<file path="config.mk">
export PLATFORM = sky130hd
export DESIGN_NAME = phy_mbox_reader
export DESIGN_NICKNAME = d
export VERILOG_FILES = /design/src/rtl/phy_mbox_pkg.sv /design/src/rtl/phy_mbox_port.sv /design/src/rtl/phy_mbox_wait_timer.sv /design/src/rtl/phy_mbox_seq.sv /design/src/rtl/phy_mbox_reader.sv
export SDC_FILE = /design/constraint.sdc
export NUM_CORES = 1
export LEC_CHECK = 0
export BUFFER_PORTS_ARGS = -buffer_cell sky130_fd_sc_hd__buf_2
export CORE_ASPECT_RATIO = 0.6
export CORE_MARGIN = 4
export CORE_UTILIZATION = 35
export DETAILED_ROUTE_END_ITERATION = 12
export HOLD_SLACK_MARGIN = 0.08
export PLACE_DENSITY = 0.53
export SLEW_MARGIN = 20
export SYNTH_ARGS = -nofsm -noshare
export SYNTH_HDL_FRONTEND = slang
export SYNTH_HIERARCHICAL = 1
export SYNTH_SLANG_ARGS = --single-unit
</file>
<file path="constraint.sdc">
create_clock -name clk -period 4.3 [get_ports clk]
set_input_delay 0.215 -clock clk [delete_from_list [all_inputs] [get_ports clk]]
set_output_delay 0.215 -clock clk [all_outputs]
set_load 0.005 [all_outputs]
</file>
<file path="src/rtl/phy_mbox_pkg.sv">
package phy_mbox_pkg;
  localparam int unsigned REG_W = 16;
  typedef logic [REG_W-1:0] word_t;

  typedef enum logic [2:0] {
    S_IDLE,
    S_WAIT_MSG,
    S_GET_ID,
    S_GET_DATA,
    S_ACK_LO,
    S_WAIT_CLR,
    S_ACK_HI
  } seq_state_t;

  typedef enum logic [1:0] {
    FIN_NONE,
    FIN_OK,
    FIN_ERR,
    FIN_TMO
  } fin_t;

  typedef enum logic [1:0] {
    P_IDLE,
    P_REQ,
    P_RSP
  } port_state_t;
endpackage

</file>
<file path="src/rtl/phy_mbox_port.sv">
module phy_mbox_port
  import phy_mbox_pkg::*;
#(
  parameter int unsigned AW = 24
) (
  input  logic          clk,
  input  logic          rst_n,
  input  logic          go,
  input  logic          go_write,
  input  logic [AW-1:0] go_addr,
  input  word_t         go_wdata,
  output logic          idle,
  output logic          fin,
  output word_t         fin_data,
  output logic          req_valid,
  input  logic          req_ready,
  output logic          req_write,
  output logic [AW-1:0] req_addr,
  output word_t         req_wdata,
  input  logic          rsp_valid,
  input  word_t         rsp_rdata
);
  port_state_t   pst;
  logic          wr_q;
  logic [AW-1:0] addr_q;
  word_t         wdata_q;

  always_ff @(posedge clk) begin
    if (!rst_n) begin
      pst     <= P_IDLE;
      wr_q    <= 1'b0;
      addr_q  <= '0;
      wdata_q <= '0;
    end else begin
      case (pst)
        P_IDLE: if (go) begin
          pst     <= P_REQ;
          wr_q    <= go_write;
          addr_q  <= go_addr;
          wdata_q <= go_wdata;
        end
        P_REQ: if (req_ready) pst <= wr_q ? P_IDLE : P_RSP;
        P_RSP: if (rsp_valid) pst <= P_IDLE;
        default: pst <= P_IDLE;
      endcase
    end
  end

  assign idle      = (pst == P_IDLE);
  assign req_valid = (pst == P_REQ);
  assign req_write = wr_q;
  assign req_addr  = addr_q;
  assign req_wdata = wdata_q;
  assign fin       = ((pst == P_REQ) && req_ready && wr_q) || ((pst == P_RSP) && rsp_valid);
  assign fin_data  = rsp_rdata;
endmodule

</file>
<file path="src/rtl/phy_mbox_wait_timer.sv">
module phy_mbox_wait_timer #(
  parameter int unsigned LIMIT = 100_000_000
) (
  input  logic clk,
  input  logic rst_n,
  input  logic run,
  output logic expired
);
  localparam int unsigned CW = $clog2(LIMIT + 1);
  localparam logic [CW-1:0] LIM = CW'(LIMIT);

  logic [CW-1:0] cnt;

  always_ff @(posedge clk) begin
    if (!rst_n || !run) cnt <= '0;
    else if (cnt != LIM) cnt <= cnt + 1'b1;
  end

  assign expired = (cnt == LIM);
endmodule

</file>
<file path="src/rtl/phy_mbox_seq.sv">
module phy_mbox_seq
  import phy_mbox_pkg::*;
#(
  parameter int unsigned AW = 24,
  parameter logic [AW-1:0] ST_ADDR  = '0,
  parameter logic [AW-1:0] ACK_ADDR = '0,
  parameter logic [AW-1:0] ID_ADDR  = '0,
  parameter logic [AW-1:0] DAT_ADDR = '0,
  parameter word_t ID_DONE = 16'h0007,
  parameter word_t ID_FAIL = 16'h00FF
) (
  input  logic          clk,
  input  logic          rst_n,
  input  logic          start,
  input  logic          port_idle,
  input  logic          port_fin,
  input  word_t         port_data,
  input  logic          expired,
  output logic          go,
  output logic          go_write,
  output logic [AW-1:0] go_addr,
  output word_t         go_wdata,
  output logic          waiting,
  output logic          busy,
  output fin_t          fin_kind,
  output word_t         last_id,
  output word_t         last_data
);
  seq_state_t st;
  fin_t       fin_q;
  logic       empty_bit;

  assign empty_bit = port_data[0];

  always_ff @(posedge clk) begin
    if (!rst_n) begin
      st        <= S_IDLE;
      fin_q     <= FIN_NONE;
      last_id   <= '0;
      last_data <= '0;
    end else begin
      fin_q <= FIN_NONE;
      case (st)
        S_IDLE: if (start) st <= S_WAIT_MSG;
        S_WAIT_MSG: if (port_fin) begin
          if (!empty_bit) st <= S_GET_ID;
          else if (expired) begin
            st    <= S_IDLE;
            fin_q <= FIN_TMO;
          end
        end
        S_GET_ID: if (port_fin) begin
          last_id <= port_data;
          st      <= S_GET_DATA;
        end
        S_GET_DATA: if (port_fin) begin
          last_data <= port_data;
          st        <= S_ACK_LO;
        end
        S_ACK_LO: if (port_fin) st <= S_WAIT_CLR;
        S_WAIT_CLR: if (port_fin) begin
          if (empty_bit) st <= S_ACK_HI;
          else if (expired) begin
            st    <= S_IDLE;
            fin_q <= FIN_TMO;
          end
        end
        S_ACK_HI: if (port_fin) begin
          if (last_id == ID_DONE) begin
            st    <= S_IDLE;
            fin_q <= FIN_OK;
          end else if (last_id == ID_FAIL) begin
            st    <= S_IDLE;
            fin_q <= FIN_ERR;
          end else begin
            st <= S_WAIT_MSG;
          end
        end
        default: st <= S_IDLE;
      endcase
    end
  end

  always_comb begin
    go_write = 1'b0;
    go_wdata = '0;
    go_addr  = ST_ADDR;
    case (st)
      S_GET_ID:   go_addr = ID_ADDR;
      S_GET_DATA: go_addr = DAT_ADDR;
      S_ACK_LO: begin
        go_addr  = ACK_ADDR;
        go_write = 1'b1;
      end
      S_ACK_HI: begin
        go_addr  = ACK_ADDR;
        go_write = 1'b1;
        go_wdata = 16'h0001;
      end
      default: go_addr = ST_ADDR;
    endcase
  end

  assign go       = (st != S_IDLE) && port_idle;
  assign waiting  = (st == S_WAIT_MSG) || (st == S_WAIT_CLR);
  assign busy     = (st != S_IDLE);
  assign fin_kind = fin_q;
endmodule

</file>
<file path="src/rtl/phy_mbox_reader.sv">
module phy_mbox_reader
  import phy_mbox_pkg::*;
#(
  parameter int unsigned AW          = 24,
  parameter int unsigned TIMEOUT_CYC = 100_000_000,
  parameter int unsigned STATUS_IDX  = 32'hD0004,
  parameter int unsigned ACK_IDX     = 32'hD0031,
  parameter int unsigned ID_IDX      = 32'hD0032,
  parameter int unsigned DATA_IDX    = 32'hD0034,
  parameter logic [15:0] ID_DONE     = 16'h0007,
  parameter logic [15:0] ID_FAIL     = 16'h00FF
) (
  input  logic          clk,
  input  logic          rst_n,
  input  logic          start,
  output logic          busy,
  output logic          done,
  output logic          pass,
  output logic          timeout,
  output logic [15:0]   last_id,
  output logic [15:0]   last_data,
  output logic          req_valid,
  input  logic          req_ready,
  output logic          req_write,
  output logic [AW-1:0] req_addr,
  output logic [15:0]   req_wdata,
  input  logic          rsp_valid,
  input  logic [15:0]   rsp_rdata
);
  localparam logic [AW-1:0] ST_ADDR  = AW'(STATUS_IDX << 1);
  localparam logic [AW-1:0] ACK_ADDR = AW'(ACK_IDX << 1);
  localparam logic [AW-1:0] ID_ADDR  = AW'(ID_IDX << 1);
  localparam logic [AW-1:0] DAT_ADDR = AW'(DATA_IDX << 1);

  logic          go, go_write, port_idle, port_fin, waiting, expired;
  logic [AW-1:0] go_addr;
  word_t         go_wdata, port_data;
  fin_t          fin_kind;

  phy_mbox_seq #(
    .AW(AW), .ST_ADDR(ST_ADDR), .ACK_ADDR(ACK_ADDR), .ID_ADDR(ID_ADDR),
    .DAT_ADDR(DAT_ADDR), .ID_DONE(ID_DONE), .ID_FAIL(ID_FAIL)
  ) u_seq (
    .clk(clk), .rst_n(rst_n), .start(start),
    .port_idle(port_idle), .port_fin(port_fin), .port_data(port_data),
    .expired(expired), .go(go), .go_write(go_write), .go_addr(go_addr),
    .go_wdata(go_wdata), .waiting(waiting), .busy(busy),
    .fin_kind(fin_kind), .last_id(last_id), .last_data(last_data)
  );

  phy_mbox_port #(.AW(AW)) u_port (
    .clk(clk), .rst_n(rst_n), .go(go), .go_write(go_write),
    .go_addr(go_addr), .go_wdata(go_wdata), .idle(port_idle),
    .fin(port_fin), .fin_data(port_data),
    .req_valid(req_valid), .req_ready(req_ready), .req_write(req_write),
    .req_addr(req_addr), .req_wdata(req_wdata),
    .rsp_valid(rsp_valid), .rsp_rdata(rsp_rdata)
  );

  phy_mbox_wait_timer #(.LIMIT(TIMEOUT_CYC)) u_timer (
    .clk(clk), .rst_n(rst_n), .run(waiting), .expired(expired)
  );

  assign done    = (fin_kind != FIN_NONE);
  assign pass    = (fin_kind == FIN_OK);
  assign timeout = (fin_kind == FIN_TMO);
endmodule

</file>
### After elaboration in Yosys (flattened, before gate mapping)

Cells that the tools add are included.
Widths: inputs -> output; s select.

* add/subtract/negate cells: 1
* equality and inequality tests: 24
* mux-type cells: 30
* reductions and logical operators: 19

Operator list (number)
* $mux 3: 11
* $add 27x1->27 const B: 1
* $eq 27x27->1 const B: 1
* $ne 27x27->1 const B: 1
* $mux 2: 12
* $pmux 3 s7: 1
* $pmux 7 s3: 1
* $ne 2x2->1 const B: 9
* $eq 16x3->1 const B: 1
* $eq 16x8->1 const B: 1
* $pmux 2 s3: 2
* $eq 3x3->1 const B: 3
* $reduce_and 7->1: 1
* $eq 3x2->1 const B: 2
* $reduce_and 2->1: 3
* $eq 2x1->1 const B: 2
* $eq 2x2->1 const B: 2
* $logic_and 1x1->1: 4
* $eq 3x1->1 const B: 1
* $logic_not 3->1: 1
* $logic_or 1x1->1: 3
* $mux 1: 3
* $reduce_and 3->1: 1
* $reduce_bool 3->1: 1
* 5 further kinds: 6

* register bits after elaboration: 107
* input port bits: 21
* word-level logic and storage cells: 83

### Depth between registers and ports, before layout

Gate-level depths: netlist of run 1.

* word-level depth: 6
* mapped depth: 8
* mapped depth without buffers: 8

### Cells and area by module

The synthesis of run 1 kept the hierarchy.

Modules (own cells, without submodules)
* phy_mbox_seq: instances 1, cells an instance 237, area an instance 1941.9 µm², sequential area each 740.7 µm²
* phy_mbox_port: instances 1, cells an instance 208, area an instance 1929.4 µm², sequential area each 860.8 µm²
* phy_mbox_wait_timer: instances 1, cells an instance 147, area an instance 1290.0 µm², sequential area each 540.5 µm²
* phy_mbox_reader: instances 1, cells an instance 3, area an instance 22.5 µm², sequential area each 0.0 µm²

### Worst setup path after synthesis of run 1

No wires, ideal clock.

* kind: register to register
* start: register u_seq.st[0]
* end: register u_port.addr_q[17] (netlist: u_port/req_addr[17])
* library setup time: 118 ps
* arrival: 1583 ps
* path slack: 2599 ps
* stages on the path, launching flop included: 8
* cell sequence: dfxtp_1 > buf_4 > or3_1 > and2_1 > nor3b_2 > buf_6 > buf_12 > mux2i_1

* cells in the longest elaborated chain, start to end: 3

RTL lines
* start, declared: line phy_mbox_seq.sv:29 `seq_state_t st;`
* start signal, assigned: line phy_mbox_seq.sv:37 `st <= S_IDLE;`
* start signal, assigned: line phy_mbox_seq.sv:44 `S_IDLE: if (start) st <= S_WAIT_MSG;`
* start signal, assigned: line phy_mbox_seq.sv:46 `if (!empty_bit) st <= S_GET_ID;`
* $reduce_bool 3->1
* via busy: line phy_mbox_reader.sv:16 `output logic busy,`
* $logic_and 1x1->1: line phy_mbox_seq.sv:104 `assign go = (st != S_IDLE) && port_idle;`
* via go: line phy_mbox_reader.sv:35 `logic go, go_write, port_idle, port_fin, waiting, expired;`
* $reduce_and 2->1 (no line)
* end signal, assigned: line phy_mbox_port.sv:39 `addr_q <= go_addr;`
* end, declared: line phy_mbox_port.sv:25 `logic [AW-1:0] addr_q;`

The timed path passes the listed nets, and every way through them passes these cells.
A chain may end at the register's enable or synchronous reset.

### Worst setup path after layout of run 1

* start: register u_port.pst[0]
* end: register u_seq.last_data[13]

* cells in the longest elaborated chain, start to end: 5
* elaborated cells between the ends (all ways): 7

RTL lines
* start, declared: line phy_mbox_port.sv:23 `port_state_t pst;`
* start signal, assigned: line phy_mbox_port.sv:42 `P_REQ: if (req_ready) pst <= wr_q ? P_IDLE : P_RSP;`
* $eq 2x1->1: line phy_mbox_port.sv:54 `assign fin = ((pst == P_REQ) && req_ready && wr_q) || ((pst == P_RSP) && rsp_valid);`
* $logic_and 1x1->1 (2 in series): line phy_mbox_port.sv:54
* $logic_or 1x1->1 (*): line phy_mbox_port.sv:54
* via port_fin: line phy_mbox_reader.sv:35
* $reduce_and 2->1 (no line) (*)
* end signal, assigned: line phy_mbox_seq.sv:57 `last_data <= port_data;`
* end, declared: line phy_mbox_seq.sv:27 `output word_t last_data`

The timed path passes the listed nets; every way through them passes the cells marked *.

==> impl_summary.log, run 1 <==
INFO  metric worst_margin_slew = between 700 and 800 ps
INFO  metric syn_area_per_cell = 8.71 um^2
INFO  metric crit-reg2reg-launch = u_port/pst[0]
INFO  metric totalWireLength = 11200 um
INFO  metric first_global_vias = between 3000 and 4000
INFO  metric worst_hold_path.num_cells = 3
INFO  metric vias = between 3000 and 4000
INFO  metric finClkSkew = around 10 ps
INFO  metric yosys_warnings = 6
INFO  metric width_of_the_die = 165 um
INFO  metric totalNegativeSetupSlack = 0 ps
INFO  metric timing.critical_path.arrival = 2630 ps
INFO  metric final_period_util = 54.9%
INFO  metric post-route-min-period = around 2400 ps
INFO  metric postCtsHoldBufs = 0
INFO  metric final_layout_size_suffix_gt1_share = 21.3%
INFO  metric post_cts_repair_timing_setup_buffer_count = 0
INFO  metric synth_top_cells_by_area = sky130_fd_sc_hd__dfxtp_1 41%, sky130_fd_sc_hd__nand2_1 11%, sky130_fd_sc_hd__mux2i_1 8.3%, sky130_fd_sc_hd__buf_4 8.3%, sky130_fd_sc_hd__a21boi_0 3.2%
INFO  metric synth_edf_count = 0
INFO  metric yosysMostFrequentCell = sky130_fd_sc_hd__nand2_1
INFO  metric synth.yosys.seq_area_share = around 41%
INFO  metric worstSetupStartpointType = flop
INFO  metric yosysTopAreaCellShare = 41.3%
INFO  metric tritoncts.num_buffers = 9
INFO  metric peakVddDrop = 0.208 mV
INFO  metric holdCritPathClass = input pin to flop
INFO  metric ys_dominant_reg_cell = sky130_fd_sc_hd__dfxtp_1
INFO  metric worst_setup_hold_path_clk_slew = 80 ps
INFO  metric p_leak = 2.36 nW
INFO  metric antenna_violations_before_repair = 0
INFO  metric port-buffer-count = 98
INFO  metric tritoncts = done
INFO  metric rows = 34
INFO  metric dpl_cell_area = 0.00544 mm^2
INFO  metric drtPass1Iterations = 4
INFO  metric slew-limit-headroom = 52.0%
INFO  metric fp.dieArea = 0.0169 mm^2
INFO  metric htreeDepth = 3
INFO  metric finalSetupViolCount = 0
INFO  metric multiInputGateArea = around 0.0025 mm^2
INFO  metric final_antenna_net_count = 0
INFO  metric layout_area_growth_over_synthesis = 10.9%
INFO  metric remaining_drc_errors = 0
INFO  metric grt_pass1_wl = around 18000 um
INFO  metric data_required_time_at_the_worst_endpoint = 4570 ps
INFO  metric postSynthCellCount = around 600
INFO  metric num_io_pins = 99
INFO  metric status = finished, final reports clean
INFO  metric cts_repair_resize_count = 0
INFO  metric pwr_density_cell = about 360 mW/mm^2
INFO  metric synth.ff_latch_count = 107
INFO  metric regArea = ~0.0021 mm^2
INFO  metric antenna-diode-count = 0
INFO  metric design.core.area = 0.0145 mm^2
INFO  metric grt_max_degree = 65
INFO  metric worst-path-max-fanout = 16
INFO  metric root_buffer = sky130_fd_sc_hd__clkbuf_16
INFO  metric crit_path_start = u_port/pst[0]
INFO  metric endpoint_kind = flop
INFO  metric peak_clock_frequency_supported_by_timing = 424 MHz
INFO  metric synth.largest_area_cell = sky130_fd_sc_hd__dfxtp_1
INFO  metric crit_type = flop to flop
INFO  metric hold_viol = 0
INFO  metric global_route.usage.total = 13.4%
INFO  metric min-delay-start = rsp_rdata[14]
INFO  metric synthArstFlopShare = 0%
INFO  metric start_util = between 30% and 40%
INFO  metric synth_top_cells_by_count = 154 x sky130_fd_sc_hd__nand2_1, 107 x sky130_fd_sc_hd__dfxtp_1, 57 x sky130_fd_sc_hd__buf_4
INFO  metric cap_viol_max_count = 0
INFO  metric fillers = 1463
INFO  metric finalInstanceArea = ~0.0058 mm^2
INFO  metric tritoncts_num_sinks = approximately 110
INFO  metric ctsLongestPathBuffers = 2
INFO  metric drt-vias-per-instance = 4.50
INFO  metric detail_route.wl_per_cell = 13.1 um
INFO  metric place_hpwl = 7890 um
INFO  metric die_height = 102 um
INFO  metric insertion_delay = 350 ps
INFO  metric timing_max_transition_violations_final = 0
INFO  metric grt-ovfl-total = 0
INFO  metric number_of_violations_reported_at_the_end_of_detailed_routing_iteration_0 = 258
INFO  metric r2r_cells = 6
INFO  metric rsz_0062_raised_after_global_routing = no
INFO  metric nNetsFinal = 679
INFO  metric finalWeightedCongestion = 0.792
INFO  metric yosysUniqueCellTypes = just over 60
INFO  metric post_synth_instance_area = ~0.0052 mm^2
path summary, 6_finish.rpt:
check	to	slack, ps
max	u_seq/last_data[13]	1940
min	u_seq/last_id[14]	120
max reg2reg	u_seq/last_data[13]	1940
min reg2reg	u_port/req_addr[10]	460
worst max-delay path: stages, from the launching register on:
cell and delay (ps):
sky130_fd_sc_hd__dfxtp_1 470, sky130_fd_sc_hd__and2b_1 180, sky130_fd_sc_hd__a32o_1 490, sky130_fd_sc_hd__nand2_2 170, sky130_fd_sc_hd__nor3b_4 670, sky130_fd_sc_hd__nand2_1 170, sky130_fd_sc_hd__a21boi_1 150
layout make-up:
class | count | share of cell area, %
sequential | 107 | 37.2
tap | 198 | 4.31
multi-input combinational | 430 | 43.8
clock buffer | 9 | 3.92
clock inverter | 7 | 1.41
inverter | 8 | 0.522
timing repair buffer | 100 | 8.83
cells by family after synthesis:
group / synth area share, %
flip-flops: 41.3
AO/OA/AOI/OAI: 7.63
buffers and inverters: 12.6
other: 0.145
AND/OR/NAND/NOR: 25.5
multiplexers: 8.30
adder cells (fa/ha/maj): 0.483
XOR/XNOR: 4.06
where the power goes:
part	leakage (nW)	internal, mW	switching (mW)
Sequential	0.867	1.02	0.0195
Clock	0.153	0.463	0.391
Combinational	1.34	0.0711	0.0837
Total	2.36	1.55	0.494
sequential cells by signal (all words and copies together) (netlist names):
name,count
u_port/pst,2
u_port/req_addr,24
u_port/req_wdata,16
u_port/req_write,1
u_seq/fin_kind,2
u_seq/last_data,16
u_seq/last_id,16
u_seq/st,3
u_timer/cnt,27
per-stage QoR:
| stage | worst slack, ps | hold WS (ps) | instances | utilization (%) | total power, mW |
|---|---|---|---|---|---|
| floorplan | 2600 | 380 | 627 | - | 1.21 |
| global placement | 2040 | 438 | 843 | 37.5 | 1.21 |
| detailed placement | 1970 | 448 | 843 | 37.5 | 1.22 |
| CTS | 1950 | 97.4 | 859 | 39.6 | 2.08 |
| global route | 1660 | 118 | 859 | 39.6 | 2.14 |
| finish | 1940 | 116 | 859 | 39.6 | 2.05 |
metal layers:
layer	routed length [um]	track usage, %	vias up
li1	-	-	2005
met1	5770	19.3	1746
met2	4560	19.1	102
met3	799	4.59	9
met4	90	3.07	0
met5	0	0	-
placed cells by master, fill, tap and decap left out, types with 8 or more instances in the layout:
cell type                     n
sky130_fd_sc_hd__a21boi_0    22
sky130_fd_sc_hd__a21boi_1    12
sky130_fd_sc_hd__mux2i_1     43
sky130_fd_sc_hd__a21oi_1      9
sky130_fd_sc_hd__xor2_1      11
sky130_fd_sc_hd__nand2_1    154
sky130_fd_sc_hd__nor2_1      34
sky130_fd_sc_hd__buf_2       97
sky130_fd_sc_hd__conb_1      34
sky130_fd_sc_hd__clkbuf_16    9
sky130_fd_sc_hd__nor4_1      10
sky130_fd_sc_hd__nand3_1     16
sky130_fd_sc_hd__dfxtp_1    107
sky130_fd_sc_hd__xnor2_1     13
sky130_fd_sc_hd__inv_1        8
Note: power is estimated with default switching activity, not from simulation.
==> run 2, diff against run 1 <==
==> constraint.sdc (replaced) <==
create_clock -name clk -period 2.4 [get_ports clk]
set_input_delay 0.12 -clock clk [delete_from_list [all_inputs] [get_ports clk]]
set_output_delay 0.12 -clock clk [all_outputs]
set_load 0.005 [all_outputs]
==> impl_summary.log, run 2 (same netlist as run 1, synthesis figures left out) <==
INFO  metric status = finished, final reports clean
INFO  metric design.core.area = 0.0145 mm^2
INFO  metric holdCritPathClass = input pin to flop
INFO  metric layout.cells.most_common_list = 154 x sky130_fd_sc_hd__nand2_1, 107 x sky130_fd_sc_hd__dfxtp_1, 97 x sky130_fd_sc_hd__buf_2, 43 x sky130_fd_sc_hd__mux2i_1
INFO  metric vias = 3983
INFO  metric peakVddDrop = 0.281 mV
INFO  metric final_common_cell = sky130_fd_sc_hd__nand2_1
INFO  metric p_sw_share = 24.5%
INFO  metric seq_power_share = about 50%
INFO  metric drtPass1Iterations = 4
INFO  metric num_io_pins = 99
INFO  metric nNetsFinal = 703
INFO  metric pwr_density_cell = 604 mW/mm^2
INFO  metric number_of_violations_reported_at_the_end_of_detailed_routing_iteration_0 = 234
INFO  metric endpoint_kind = flop
INFO  metric final_layout_size_suffix_gt1_share = around 21%
INFO  metric final_antenna_net_count = 0
INFO  metric hold-path-endpoint = u_port/pst[1]
INFO  metric min-delay-start = rsp_valid
INFO  metric grt_pass1_wl = ~19000 um
INFO  metric cell_internal_pwr = 2.73 mW
INFO  metric worst-path-max-fanout = 16
INFO  metric totalWireLength = 11400 um
INFO  metric hold_viol = 0
INFO  metric cap_viol_max_count = 0
INFO  metric worstSetupStartpointType = flop
INFO  metric placement.setup.worst_slack = 312 ps
INFO  metric antenna-diode-count = 0
INFO  metric tritoncts = done
INFO  metric clkPwrFrac = 39.9%
INFO  metric totalNegativeSetupSlack = 0 ps
INFO  metric crit-reg2reg-launch = u_port/pst[0]
INFO  metric tritoncts_num_sinks = around 110
INFO  metric grt-ovfl-total = 0
INFO  metric post_cts_repair_timing_setup_buffer_count = 0
INFO  metric tritoncts.num_buffers = 9
INFO  metric die_height = 102 um
INFO  metric slew-limit-headroom = 66.0%
INFO  metric worst_hold_path.num_cells = 3
INFO  metric worst_path_setup_slack_after_routing = ~340 ps
INFO  metric width_of_the_die = 165 um
INFO  metric r2r_cells = 7
INFO  metric p_leak = 2.46 nW
INFO  metric remaining_drc_errors = 0
INFO  metric timing.critical_path.arrival = about 2300 ps
INFO  metric comb_power_share = a little under 9%
INFO  metric ctsLongestPathBuffers = 2
INFO  metric timing_max_transition_violations_final = 0
INFO  metric regToRegSetupSlack = 340 ps
INFO  metric power_switching = 886 uW
INFO  metric finalWeightedCongestion = 0.807
INFO  metric grt_max_degree = 77
INFO  metric postCtsHoldBufs = 17
INFO  metric holdWs = roughly 140 ps
INFO  metric place_hpwl = 8090 um
INFO  metric global_route.usage.total = a little over an eighth
INFO  metric largest_register_ff_count = 27
INFO  metric finalSetupViolCount = 0
INFO  metric drt-vias-per-instance = 4.51
INFO  metric layout_area_growth_over_synthesis = 15.4%
INFO  metric finClkSkew = 14.6 ps
INFO  metric rsz_0062_raised_after_global_routing = no
INFO  metric first_global_vias = roughly 3700
INFO  metric fp.dieArea = around 0.017 mm^2
INFO  metric port-buffer-count = 98
INFO  metric htreeDepth = 3
INFO  metric post-route-min-period = 2060 ps
INFO  metric cts_repair_resize_count = 0
INFO  metric critical_path.reg2reg.endpoint = u_seq/last_data[12]
INFO  metric peak_clock_frequency_supported_by_timing = 485 MHz
INFO  metric root_buffer = sky130_fd_sc_hd__clkbuf_16
INFO  metric data_required_time_at_the_worst_endpoint = 2670 ps
INFO  metric worst_setup_hold_path_clk_slew = around 70 ps
INFO  metric crit_type = flop to flop
INFO  metric insertion_delay = 350 ps
INFO  metric start_util = 35.7%
INFO  metric worst_margin_slew = 510 ps
INFO  metric rows = 34
INFO  metric final_period_util = 85.9%
INFO  metric top_register = u_timer/cnt
INFO  metric antenna_violations_before_repair = 0
INFO  metric crit_path_start = u_port/pst[0]
INFO  metric detail_route.wl_per_cell = 12.9 um
[run 2: cell count changes in the layout (fill, tap and decap cells not counted)]
cell / before / now
sky130_fd_sc_hd__clkbuf_8: 0 / 1
sky130_fd_sc_hd__clkinvlp_4: 0 / 1
sky130_fd_sc_hd__clkbuf_1: 0 / 1
sky130_fd_sc_hd__clkinv_2: 1 / 0
sky130_fd_sc_hd__bufinv_16: 1 / 0
sky130_fd_sc_hd__dlygate4sd3_1: 0 / 17
sky130_fd_sc_hd__buf_12: 0 / 2
sky130_fd_sc_hd__buf_4: 3 / 8
sky130_fd_sc_hd__inv_6: 3 / 1
sky130_fd_sc_hd__clkinv_4: 1 / 2
[run 2: routing by layer]
metal / vias up / global-route usage, % / part of all wire (%)
li1: 2062 / - / -
met2: 98 / 19.6 / 41
met5: - / 0 / 0
met4: 0 / 3.39 / 0.97
met3: 11 / 5.08 / 8.3
met1: 1812 / 19.5 / 50
[run 2: layout make-up]
class / instances / area [um^2]
fillers: 1475 / 8530
multi-input cells: 430 / 2520
flip-flops and latches: 107 / 2140
repair buffers: 124 / 756
well taps: 198 / 248
clock buffers: 11 / 243
clock inverters: 5 / 45.0
inverters: 8 / 30.0
[run 2: worst max-delay path by stage]
stage | endpoint | depth (start not counted) | slack [ps]
3_3_place_gp | u_seq/last_data[9] | 7 | 420
6_report | u_seq/last_data[12] | 7 | 340
5_1_grt | u_seq/last_data[11] | 7 | 140
3_5_place_dp | u_seq/last_data[9] | 7 | 310
2_1_floorplan | u_port/req_addr[17] | 7 | 700
4_1_cts | u_seq/last_data[9] | 7 | 300
[run 2: worst max-delay path, stage by stage (launching register included)]
cell,delay (ps)
sky130_fd_sc_hd__dfxtp_1,470
sky130_fd_sc_hd__and2b_1,190
sky130_fd_sc_hd__a32o_1,500
sky130_fd_sc_hd__nand2_2,170
sky130_fd_sc_hd__nor3b_4,200
sky130_fd_sc_hd__buf_4,240
sky130_fd_sc_hd__nand2_1,70
sky130_fd_sc_hd__a21boi_0,140
[run 2: stage by stage]
step	instance area, um^2	total power, mW	std cells	utilization [%]
3_3_place_gp	5520	2.18	850	38.1
6_report	5980	3.61	883	41.2
2_1_floorplan	5300	2.17	627	-
3_5_place_dp	5520	2.20	850	38.1
5_1_grt	5980	3.78	883	41.2
4_1_cts	5980	3.68	883	41.2
[run 2: power groups by stage]
stage                     sequential (mW)  combinational, mW  clock (mW)
final                                1.85              0.317        1.44
after CTS                            1.85              0.321        1.50
after floorplan                      1.90              0.275           0
after detailed placement             1.90              0.299           0
after global routing                 1.86              0.356        1.56
after global placement               1.89              0.292           0
==> run 3, diff against run 2 <==
--- a/config.mk
+++ b/config.mk
@@ -5,13 +5,13 @@
 export SDC_FILE = /design/constraint.sdc
 export NUM_CORES = 1
 export LEC_CHECK = 0
-export BUFFER_PORTS_ARGS = -buffer_cell sky130_fd_sc_hd__buf_2
 export CORE_ASPECT_RATIO = 0.6
 export CORE_MARGIN = 4
 export CORE_UTILIZATION = 35
 export DETAILED_ROUTE_END_ITERATION = 12
+export DONT_BUFFER_PORTS = 1
 export HOLD_SLACK_MARGIN = 0.08
-export PLACE_DENSITY = 0.53
+export PLACE_DENSITY = 0.47
 export SLEW_MARGIN = 20
 export SYNTH_ARGS = -nofsm -noshare
 export SYNTH_HDL_FRONTEND = slang
==> impl_summary.log, run 3 (same netlist as run 1, synthesis figures left out) <==
INFO  metric start_util = 35.7%
INFO  metric timing_max_transition_violations_final = 0
INFO  metric worstPathBufferInverterCount = 1
INFO  metric layout.cells.most_common_list = 154 x sky130_fd_sc_hd__nand2_1, 107 x sky130_fd_sc_hd__dfxtp_1, 43 x sky130_fd_sc_hd__mux2i_1, 34 x sky130_fd_sc_hd__nor2_1, 34 x sky130_fd_sc_hd__conb_1
INFO  metric slowest_stage = sky130_fd_sc_hd__dfxtp_1
INFO  metric antenna_violations_before_repair = 0
INFO  metric first_global_vias = 3511
INFO  metric worstSetupStartpointType = flop
INFO  metric detail_route.wl_per_cell = ~15 um
INFO  metric finClkSkew = 8.70 ps
INFO  metric drtPass1Iterations = 4
INFO  metric tritoncts.num_buffers = 9
INFO  metric postCtsHoldBufs = 19
INFO  metric rsz_0062_raised_after_global_routing = no
INFO  metric crit_path_cell_count = 6
INFO  metric nNetsFinal = 607
INFO  metric post_cts_repair_timing_setup_buffer_count = 0
INFO  metric critical_path.reg2reg.endpoint = u_seq/last_data[8]
INFO  metric slowest_delay = 470 ps
INFO  metric regToRegSetupSlack = between 300 and 400 ps
INFO  metric finalWeightedCongestion = between 0.7 and 0.8
INFO  metric totalNegativeSetupSlack = 0 ps
INFO  metric worst-path-max-fanout = 17
INFO  metric final_antenna_net_count = 0
INFO  metric fp.dieArea = 0.0169 mm^2
INFO  metric rows = 34
INFO  metric ctsLongestPathBuffers = 2
INFO  metric peak_clock_frequency_supported_by_timing = 488 MHz
INFO  metric crit_path_end = u_seq/last_data[8]
INFO  metric insertion_delay = 350 ps
INFO  metric htreeDepth = 3
INFO  metric drt-vias-per-instance = 4.65
INFO  metric antenna-diode-count = 0
INFO  metric port-buffer-count = 0
INFO  metric place_hpwl = between 7000 and 8000 um
INFO  metric number_of_violations_reported_at_the_end_of_detailed_routing_iteration_0 = 141
INFO  metric timing.critical_path.max_delay_family = simple AND/OR/NAND/NOR gates
INFO  metric global_route.usage.total = 13.8%
INFO  metric endpoint_kind = flop
INFO  metric holdCritPathClass = input pin to flop
INFO  metric tritoncts = done
INFO  metric hold_viol = 0
INFO  metric crit_path_start = u_port/pst[0]
INFO  metric die_height = 102 um
INFO  metric crit-reg2reg-launch = u_port/pst[0]
INFO  metric worst_margin_slew = ~530 ps
INFO  metric crit_path_cell_trace = and2b_1 -> a32o_1 -> buf_4 -> nand4_2 -> nand2_1 -> a21boi_0
INFO  metric timing.critical_path.arrival = 2280 ps
INFO  metric post-route-min-period = 2050 ps
INFO  metric cts_repair_resize_count = 0
INFO  metric grt_max_degree = 92
INFO  metric remaining_drc_errors = 0
INFO  metric crit_type = flop to flop
INFO  metric cap_viol_max_count = 0
INFO  metric post-place-cells = 752
INFO  metric final_period_util = 85.4%
INFO  metric largest_register_ff_count = 27
INFO  metric vias = between 3000 and 4000
INFO  metric layout_area_growth_over_synthesis = 6.25%
INFO  metric grt-ovfl-total = 0
INFO  metric design.core.area = about 0.015 mm^2
INFO  metric pwr_density_cell = 650 mW/mm^2
INFO  metric worst_hold_path.num_cells = 2
INFO  metric data_required_time_at_the_worst_endpoint = 2630 ps
INFO  metric tritoncts_num_sinks = between 100 and 150
INFO  metric post_layout_nonfiller_instances = 787
INFO  metric width_of_the_die = 165 um
INFO  metric top_register = u_timer/cnt
INFO  metric finalSetupViolCount = 0
INFO  metric status = finished, final reports clean
INFO  metric grt_pass1_wl = 18400 um
INFO  metric p_leak = 1.98 nW
INFO  metric num_io_pins = 99
INFO  metric slew-limit-headroom = 64.7%
INFO  metric peakVddDrop = about 0.31 mV
INFO  metric root_buffer = sky130_fd_sc_hd__clkbuf_16
INFO  metric worst_setup_hold_path_clk_slew = 80 ps
INFO  metric totalWireLength = roughly 12000 um
INFO  metric r2r_cells = 6
INFO  metric final_layout_size_suffix_gt1_share = 8.66%
INFO  metric final_common_cell = sky130_fd_sc_hd__nand2_1
-- run 3: power breakdown --
part           switching, mW  internal (mW)  total, mW
Clock                  0.695          0.775       1.47
Combinational          0.130          0.112      0.241
Sequential            0.0425           1.83       1.87
-- run 3: worst min path at each step --
stage / startpoint / end / slack [ps]
after global placement: rsp_rdata[5] / u_seq/last_data[5] / 260
after global routing: req_ready / u_port/pst[1] / 100
after CTS: req_ready / u_port/pst[1] / 90
after detailed placement: rsp_rdata[13] / u_seq/last_data[13] / 260
final: req_ready / u_port/pst[1] / 100
after floorplan: req_ready / u_port/pst[0] / 290
-- run 3: layer usage --
metal	track usage (%)	vias to the layer above	wire length, um	share of wire [%]
li1	-	1862	-	-
met1	18.7	1684	5490	48
met2	19.8	101	4620	40
met3	6.77	10	1320	11
met4	3.07	0	102	0.88
met5	0	-	0	0
-- run 3: cell type report --
type / count / area [um^2]
clock inverter: 5 / 43.8
inverter: 8 / 30.0
multi-input combinational: 430 / 2520
tap: 198 / 248
sequential: 107 / 2140
clock buffer: 11 / 253
timing repair buffer: 28 / 275
fill: 1475 / 9000
-- run 3: stage by stage --
stage	instance area, um^2	hold WS, ps	power, mW	util [%]	setup slack, ps
finish	5510	104	3.58	38.0	349
global route	5510	103	3.73	38.0	167
CTS	5510	90.1	3.64	38.0	295
detailed placement	5000	263	2.10	34.5	305
global placement	5000	257	2.09	34.5	447
floorplan	5300	285	2.17	-	699
